--- config.mk ---
export PLATFORM = sky130hd
export DESIGN_NAME = sg_dma_writer
export DESIGN_NICKNAME = d
export VERILOG_FILES = /design/src/rtl/sg_dma_writer.sv
export SDC_FILE = /design/constraint.sdc
export NUM_CORES = 2
export LEC_CHECK = 0
export BUFFER_PORTS_ARGS = -buffer_cell sky130_fd_sc_hd__buf_2
export CAP_MARGIN = 20
export CORE_AREA = 2 2 363 365
export DETAILED_ROUTE_END_ITERATION = 10
export DIE_AREA = 0 0 365 367
export PLACE_DENSITY = 0.69
export SETUP_SLACK_MARGIN = 0.3
export SLEW_MARGIN = 20
export SYNTH_ARGS = -nofsm -noshare
export SYNTH_HDL_FRONTEND = slang
export SYNTH_SLANG_ARGS = --single-unit
--- constraint.sdc ---
create_clock -name clk -period 6.5 [get_ports clk]
set_clock_uncertainty 0.1 [all_clocks]
set_input_delay 0 -clock clk [delete_from_list [all_inputs] [get_ports clk]]
set_output_delay 0 -clock clk [all_outputs]
set_load 0.005 [all_outputs]
--- src/rtl/sg_dma_writer.sv ---
module sg_dma_writer #(
  parameter int TBL_N = 8,
  parameter int LEN_W = 27,
  parameter int CNT_W = 8,
  parameter int MPS_W = 4,
  parameter int AW    = 64,
  parameter int DW    = 256
) (
  input  logic             clk,
  input  logic             rst_n,
  input  logic [DW-1:0]    fifo_data,
  input  logic [CNT_W-1:0] fifo_count,
  output logic             fifo_rd,
  input  logic             pio_wr,
  input  logic [3:0]       pio_addr,
  input  logic [31:0]      pio_wdata,
  output logic [31:0]      pio_rdata,
  output logic             req_valid,
  input  logic             req_ready,
  output logic             req_sop,
  output logic             req_eop,
  output logic [AW-1:0]    req_addr,
  output logic [15:0]      req_bytes,
  output logic [DW-1:0]    req_data
);
  localparam int IDX_W  = (TBL_N > 1) ? $clog2(TBL_N) : 1;
  localparam int BEAT_B = DW / 8;
  localparam int SH     = $clog2(BEAT_B);

  typedef enum logic [2:0] {S_IDLE, S_LOAD, S_PLAN, S_SEND, S_NOTE, S_DONE} st_t;
  st_t st;

  logic [31:0]      total_len, tot_rem, words_done, lat_cnt, req_n, beat;
  logic [MPS_W-1:0] mps;
  logic [AW-1:0]    note_addr, cur_addr;
  logic [IDX_W-1:0] sel, idx;
  logic [LEN_W-1:0] ent_rem;
  logic             abort, lat_run;
  logic [AW-1:0]    tbl_addr [TBL_N];
  logic [LEN_W-1:0] tbl_len  [TBL_N];

  wire ctrl_wr   = pio_wr && (pio_addr == 4'd0);
  wire can_start = (st == S_IDLE) || (st == S_DONE);
  wire start_ok  = ctrl_wr && pio_wdata[0] && can_start;
  wire stop_cmd  = ctrl_wr && pio_wdata[1];
  wire abort_now = abort || stop_cmd;
  wire in_note   = (st == S_NOTE);
  wire in_send   = (st == S_SEND);
  wire beat_go   = in_send && req_ready;
  wire last_beat = (beat == req_n - 32'd1);

  wire [IDX_W-1:0] idx_nxt = (idx == IDX_W'(TBL_N - 1)) ? '0 : idx + IDX_W'(1);
  wire [31:0] mps_eff    = (mps == '0) ? 32'd1 : 32'(mps);
  wire [31:0] ent_w      = 32'(ent_rem);
  wire [31:0] lim_ent    = (ent_w < mps_eff) ? ent_w : mps_eff;
  wire [31:0] n_next     = (tot_rem < lim_ent) ? tot_rem : lim_ent;
  wire [31:0] bytes_done = words_done << SH;
  wire [1:0]  stat       = (st == S_IDLE) ? 2'd0 : (st == S_DONE) ? 2'd2 : 2'd1;

  always_ff @(posedge clk) begin
    if (!rst_n) begin
      total_len <= '0;
      mps       <= MPS_W'(1);
      note_addr <= '0;
      sel       <= '0;
      for (int i = 0; i < TBL_N; i++) begin
        tbl_addr[i] <= '0;
        tbl_len[i]  <= '0;
      end
    end else if (pio_wr) begin
      case (pio_addr)
        4'd1: total_len <= pio_wdata;
        4'd2: mps <= pio_wdata[MPS_W-1:0];
        4'd3: note_addr[31:0] <= pio_wdata;
        4'd4: note_addr[63:32] <= pio_wdata;
        4'd5: sel <= pio_wdata[IDX_W-1:0];
        4'd6: tbl_addr[sel][31:0] <= pio_wdata;
        4'd7: tbl_addr[sel][63:32] <= pio_wdata;
        4'd8: tbl_len[sel] <= pio_wdata[LEN_W-1:0];
        default: ;
      endcase
    end
  end

  always_ff @(posedge clk) begin
    if (!rst_n) begin
      lat_cnt <= '0;
      lat_run <= 1'b0;
    end else if (start_ok) begin
      lat_cnt <= '0;
      lat_run <= 1'b1;
    end else if (lat_run) begin
      lat_cnt <= lat_cnt + 32'd1;
      if (stop_cmd) lat_run <= 1'b0;
    end
  end

  always_ff @(posedge clk) begin
    if (!rst_n) begin
      st         <= S_IDLE;
      idx        <= '0;
      cur_addr   <= '0;
      ent_rem    <= '0;
      tot_rem    <= '0;
      words_done <= '0;
      req_n      <= '0;
      beat       <= '0;
      abort      <= 1'b0;
    end else begin
      if (stop_cmd && !can_start) abort <= 1'b1;
      case (st)
        S_IDLE, S_DONE: begin
          if (start_ok) begin
            tot_rem    <= total_len;
            idx        <= '0;
            words_done <= '0;
            abort      <= 1'b0;
            st         <= S_LOAD;
          end else if (st == S_DONE && stop_cmd) begin
            st <= S_IDLE;
          end
        end
        S_LOAD: begin
          if (abort_now)                 st <= S_IDLE;
          else if (tot_rem == '0)        st <= S_NOTE;
          else if (tbl_len[idx] == '0)   idx <= idx_nxt;
          else begin
            cur_addr <= tbl_addr[idx];
            ent_rem  <= tbl_len[idx];
            st       <= S_PLAN;
          end
        end
        S_PLAN: begin
          if (abort_now) st <= S_IDLE;
          else if (32'(fifo_count) >= n_next) begin
            req_n <= n_next;
            beat  <= '0;
            st    <= S_SEND;
          end
        end
        S_SEND: begin
          if (beat_go) begin
            beat <= beat + 32'd1;
            if (last_beat) begin
              cur_addr   <= cur_addr + (AW'(req_n) << SH);
              ent_rem    <= ent_rem - LEN_W'(req_n);
              tot_rem    <= tot_rem - req_n;
              words_done <= words_done + req_n;
              if (abort_now)              st <= S_IDLE;
              else if (tot_rem == req_n)  st <= S_NOTE;
              else if (ent_w == req_n) begin
                idx <= idx_nxt;
                st  <= S_LOAD;
              end else                    st <= S_PLAN;
            end
          end
        end
        S_NOTE: if (req_ready) st <= abort_now ? S_IDLE : S_DONE;
        default: st <= S_IDLE;
      endcase
    end
  end

  assign req_valid = in_send || in_note;
  assign req_sop   = in_note || (beat == '0);
  assign req_eop   = in_note || last_beat;
  assign req_addr  = in_note ? note_addr : cur_addr;
  assign req_bytes = in_note ? 16'(BEAT_B) : 16'(req_n << SH);
  assign req_data  = in_note ? DW'(bytes_done) : fifo_data;
  assign fifo_rd   = beat_go;

  always_comb begin
    case (pio_addr)
      4'd0:    pio_rdata = {30'd0, stat};
      4'd1:    pio_rdata = total_len;
      4'd2:    pio_rdata = 32'(mps);
      4'd3:    pio_rdata = note_addr[31:0];
      4'd4:    pio_rdata = note_addr[63:32];
      4'd5:    pio_rdata = 32'(sel);
      4'd6:    pio_rdata = tbl_addr[sel][31:0];
      4'd7:    pio_rdata = tbl_addr[sel][63:32];
      4'd8:    pio_rdata = 32'(tbl_len[sel]);
      4'd9:    pio_rdata = bytes_done;
      4'd10:   pio_rdata = lat_cnt;
      default: pio_rdata = '0;
    endcase
  end
endmodule

==> impl_metrics.ini <==
[clock_tree]
clkSlewWorstSetupHoldPaths_ps = 60
cts_buffers = 117
clk_latency_ps = 780
cts_tree = built
clk_path_buf_depth = 3
cts.sinks = 1091
cts_max_level = 3
cts_setup_buffers = 0
cts-root-buf = clkbuf_16

[place]
portBuffers = 670
routabilityCongestion = 1.02
dpl-instance-area_um2 = 70100
place_hpwl_mm = 208

[route]
drtAntennaViolNets = 0
viasPerCell = 6.52
firstDrtPassIters = 8
wl_per_cell_um = 34.6
top_layer = met5
drtIter0Drc = 8050
wl_met2_mm = 124
drc_errors = 0
wl_mm = 293
met3_length_mm = 40.5
wl_met1_mm = 107
dr_total_vias = 55366

[synthesis]
async_flop_share = 0
synth_area_leaders = edfxtp_1 (34%), mux4_2 (13%), dfxtp_1 (11%)
yosys_most_used_dff = edfxtp_1
synth-edff-count = 728
avgSynthCellArea_um2 = 10.6
synthDistinctLibCells = 90
yosysTopAreaCell = edfxtp_1
syn_area_um2 = 64800
ys_ff_latch = 1091
yosysSeqAreaShare = 0.450
syn_inst = 6095
synth_top_area_frac = 0.337
yosys_warnings = 0

[timing]
drv_slew = 0
tightest_slew_ps = 1300
min_period_ps = 5770
final.period_utilization = 0.888
hold_viol = 0
setup_violations = 0
setup_tns_ps = 0
clock.fmax_mhz = 173
rsz0062_at_grt = no
relSlewSlack = 0.105

[global_route]
grt_max_degree = 187
grt_pass1_wl_mm = 403
grtUsageTotal = 0.432
antenna_found_initial = 71
grt_pass1_vias = 50839
grt-ovfl-total = 0

[floorplan]
core_um2 = 130000
fp.dieArea_um2 = 134000
start_util = 0.497
die_x_um = 365
ios = 676
core.rowCount = 133
die_y_um = 367

[power]
ir_worst_vdd_mv = 0.273
pwr-share-comb = 0.164
clockPowerShare = 0.396
p_int_mw = 12.5
switching_power_mw = 5.04
sw_frac_of_total = 0.287
p_per_area_nw_per_um2 = 235
seqPwrFrac = 0.440
p_leak_nw = 28.4

[job]
timing.max_cap.violations = 0

[min_path]
holdCritPathClass = primary input to flop

[critical_path]
crit_arrival_ps = 6330
end_kind = flop
critical_path_required_ps = 7060
path_max_fanout = 21
critPathLaunchType = flop
path_class = flop to flop

[layout]
seq_area_um2 = 29200
multi_input_area_um2 = 34000
fill_cells = 11215
synthToLayoutAreaGrowth_pct = 15.3
nNetsFinal = 7067
fin_util = 0.573
drive_gt1_frac = 0.222
design_area_um2 = 74700

[status]
run_status = completed
[cells by family after synthesis]
logic type	Yosys count	synth area share
and+or+nand+nor	2533	0.202
DFF	1091	0.450
AOI/OAI and AO/OA	967	0.0982
buffers and inverters	582	0.0344
muxes	574	0.159
xor gates and xnor gates	184	0.0249
adders and majority gates	162	0.0317
other	2	0.000116
[power groups by stage]
stage               Clock, mW  Combinational [mW]  Sequential (mW)
floorplan                   0                1.46             7.83
global placement            0                2.66             7.85
detailed placement          0                2.65             7.87
CTS                      6.96                2.69             7.73
global route             7.22                2.97             7.75
finish                   6.96                2.87             7.73
[final cells by class]
| class | instances | share of cell area |
|---|---|---|
| antenna | 36 | 0.00121 |
| clock buffer | 158 | 0.0433 |
| clock inverter | 55 | 0.00941 |
| inverter | 98 | 0.00502 |
| multi-input combinational | 4449 | 0.455 |
| sequential | 1091 | 0.390 |
| tap | 1755 | 0.0294 |
| timing repair buffer | 845 | 0.0660 |
[layout by cell type (no fill, tap or decap), drive strengths merged, types with 37 or more instances in the layout]
cell and n:
a211oi 55, a21o 67, a21oi 317, and2 743, buf 807, clkbuf 160
clkinv 37, dfxtp 363, edfxtp 728, ha 157, inv 98, mux2i 187
mux4 364, nand2 714, nand3 107, nand4 49, nor2 362, nor2b 258
nor3 88, nor4 63, o211ai 38, o21ai 154, xnor2 112, xor2 72
[metal layers]
| layer | up-vias | GRT usage |
|---|---|---|
| li1 | 23313 | - |
| met1 | 27274 | 0.555 |
| met2 | 3980 | 0.610 |
| met3 | 751 | 0.168 |
| met4 | 48 | 0.268 |
| met5 | - | 0 |
[path summary, 6_finish.rpt]
check | from | endpoint | slack [ps] | depth (start not counted)
setup / recovery | mps[3] | beat[25] | 730 | 26
hold / removal | pio_addr[2] | sel[2] | 130 | 5
setup reg to reg | mps[3] | beat[25] | 730 | 26
hold reg to reg | ent_rem[20] | ent_rem[20] | 370 | 2
[stage by stage]
| stage | worst slack [ps] | instances | power, mW | hold WS, ps |
|---|---|---|---|---|
| after CTS | 391 | 8437 | 17.4 | 39.0 |
| after global placement | 206 | 8188 | 10.5 | 161 |
| after detailed placement | 281 | 8188 | 10.5 | 162 |
| final | 728 | 8487 | 17.6 | 126 |
| after floorplan | 805 | 6121 | 9.28 | -10.5 |
| after global routing | 360 | 8466 | 17.9 | 116 |
[registers in the layout (all words and copies together), names as in the netlist, named ones only]
register and cells:
lat_run 1, tbl_len 216, req_n 32, ent_rem 27, tot_rem 32, note_addr 64
idx 3, mps 4, words_done 27, tbl_addr 512, st 3, total_len 32
abort 1, cur_addr 64, beat 32, lat_cnt 32, sel 3
[cells in the mapped netlist (10+ instances only)]
cell type / count
a211oi_1: 55
a21o_1: 67
a21oi_1: 316
a222oi_1: 29
a22oi_1: 34
a311oi_1: 18
a31oi_1: 36
and2_1: 742
and3_1: 33
and4_1: 14
buf_1: 65
buf_2: 18
clkbuf_1: 394
dfxtp_1: 363
edfxtp_1: 728
ha_1: 157
inv_1: 97
mux2_2: 23
mux2i_1: 187
mux4_2: 364
nand2_1: 713
nand2b_1: 30
nand3_1: 107
nand4_1: 49
nor2_1: 362
nor2b_1: 258
nor3_1: 87
nor3b_1: 10
nor4_1: 60
o2111ai_1: 28
o211ai_1: 38
o21a_1: 25
o21ai_0: 153
o21bai_1: 12
o22a_1: 29
o22ai_1: 12
o31ai_1: 17
or3_1: 19
or4_1: 15
xnor2_1: 112
xor2_1: 72
[worst max-delay path, stage by stage, from the launching register on]
cell and delay [ps]:
dfxtp_1 330, or4_1 540, a311oi_1 330, o2111a_1 270, buf_4 180, a21oi_2 100
ha_1 300, a21oi_1 150, nor2_1 60, a211oi_1 200, nor2b_1 70, a211o_1 280
and3b_2 310, nor2_1 70, a21oi_1 190, ha_1 270, nand2b_1 150, a21o_1 180
a21oi_1 140, o21ai_0 120, o41ai_2 350, a22oi_1 270, nand2_1 130, buf_4 270
nor4_1 110, xnor2_1 160, nor2_1 50
[what timing repair did]
| item | in CTS | in global routing |
|---|---|---|
| hold endpoints to repair | 848 | 0 |
| resized for setup | 1 | 5 |
| cloned | 0 | 1 |
| hold buffers | 36 | 0 |
| endpoints found under the setup margin | 30 | 65 |
Note: power is estimated with default switching activity, not from simulation.
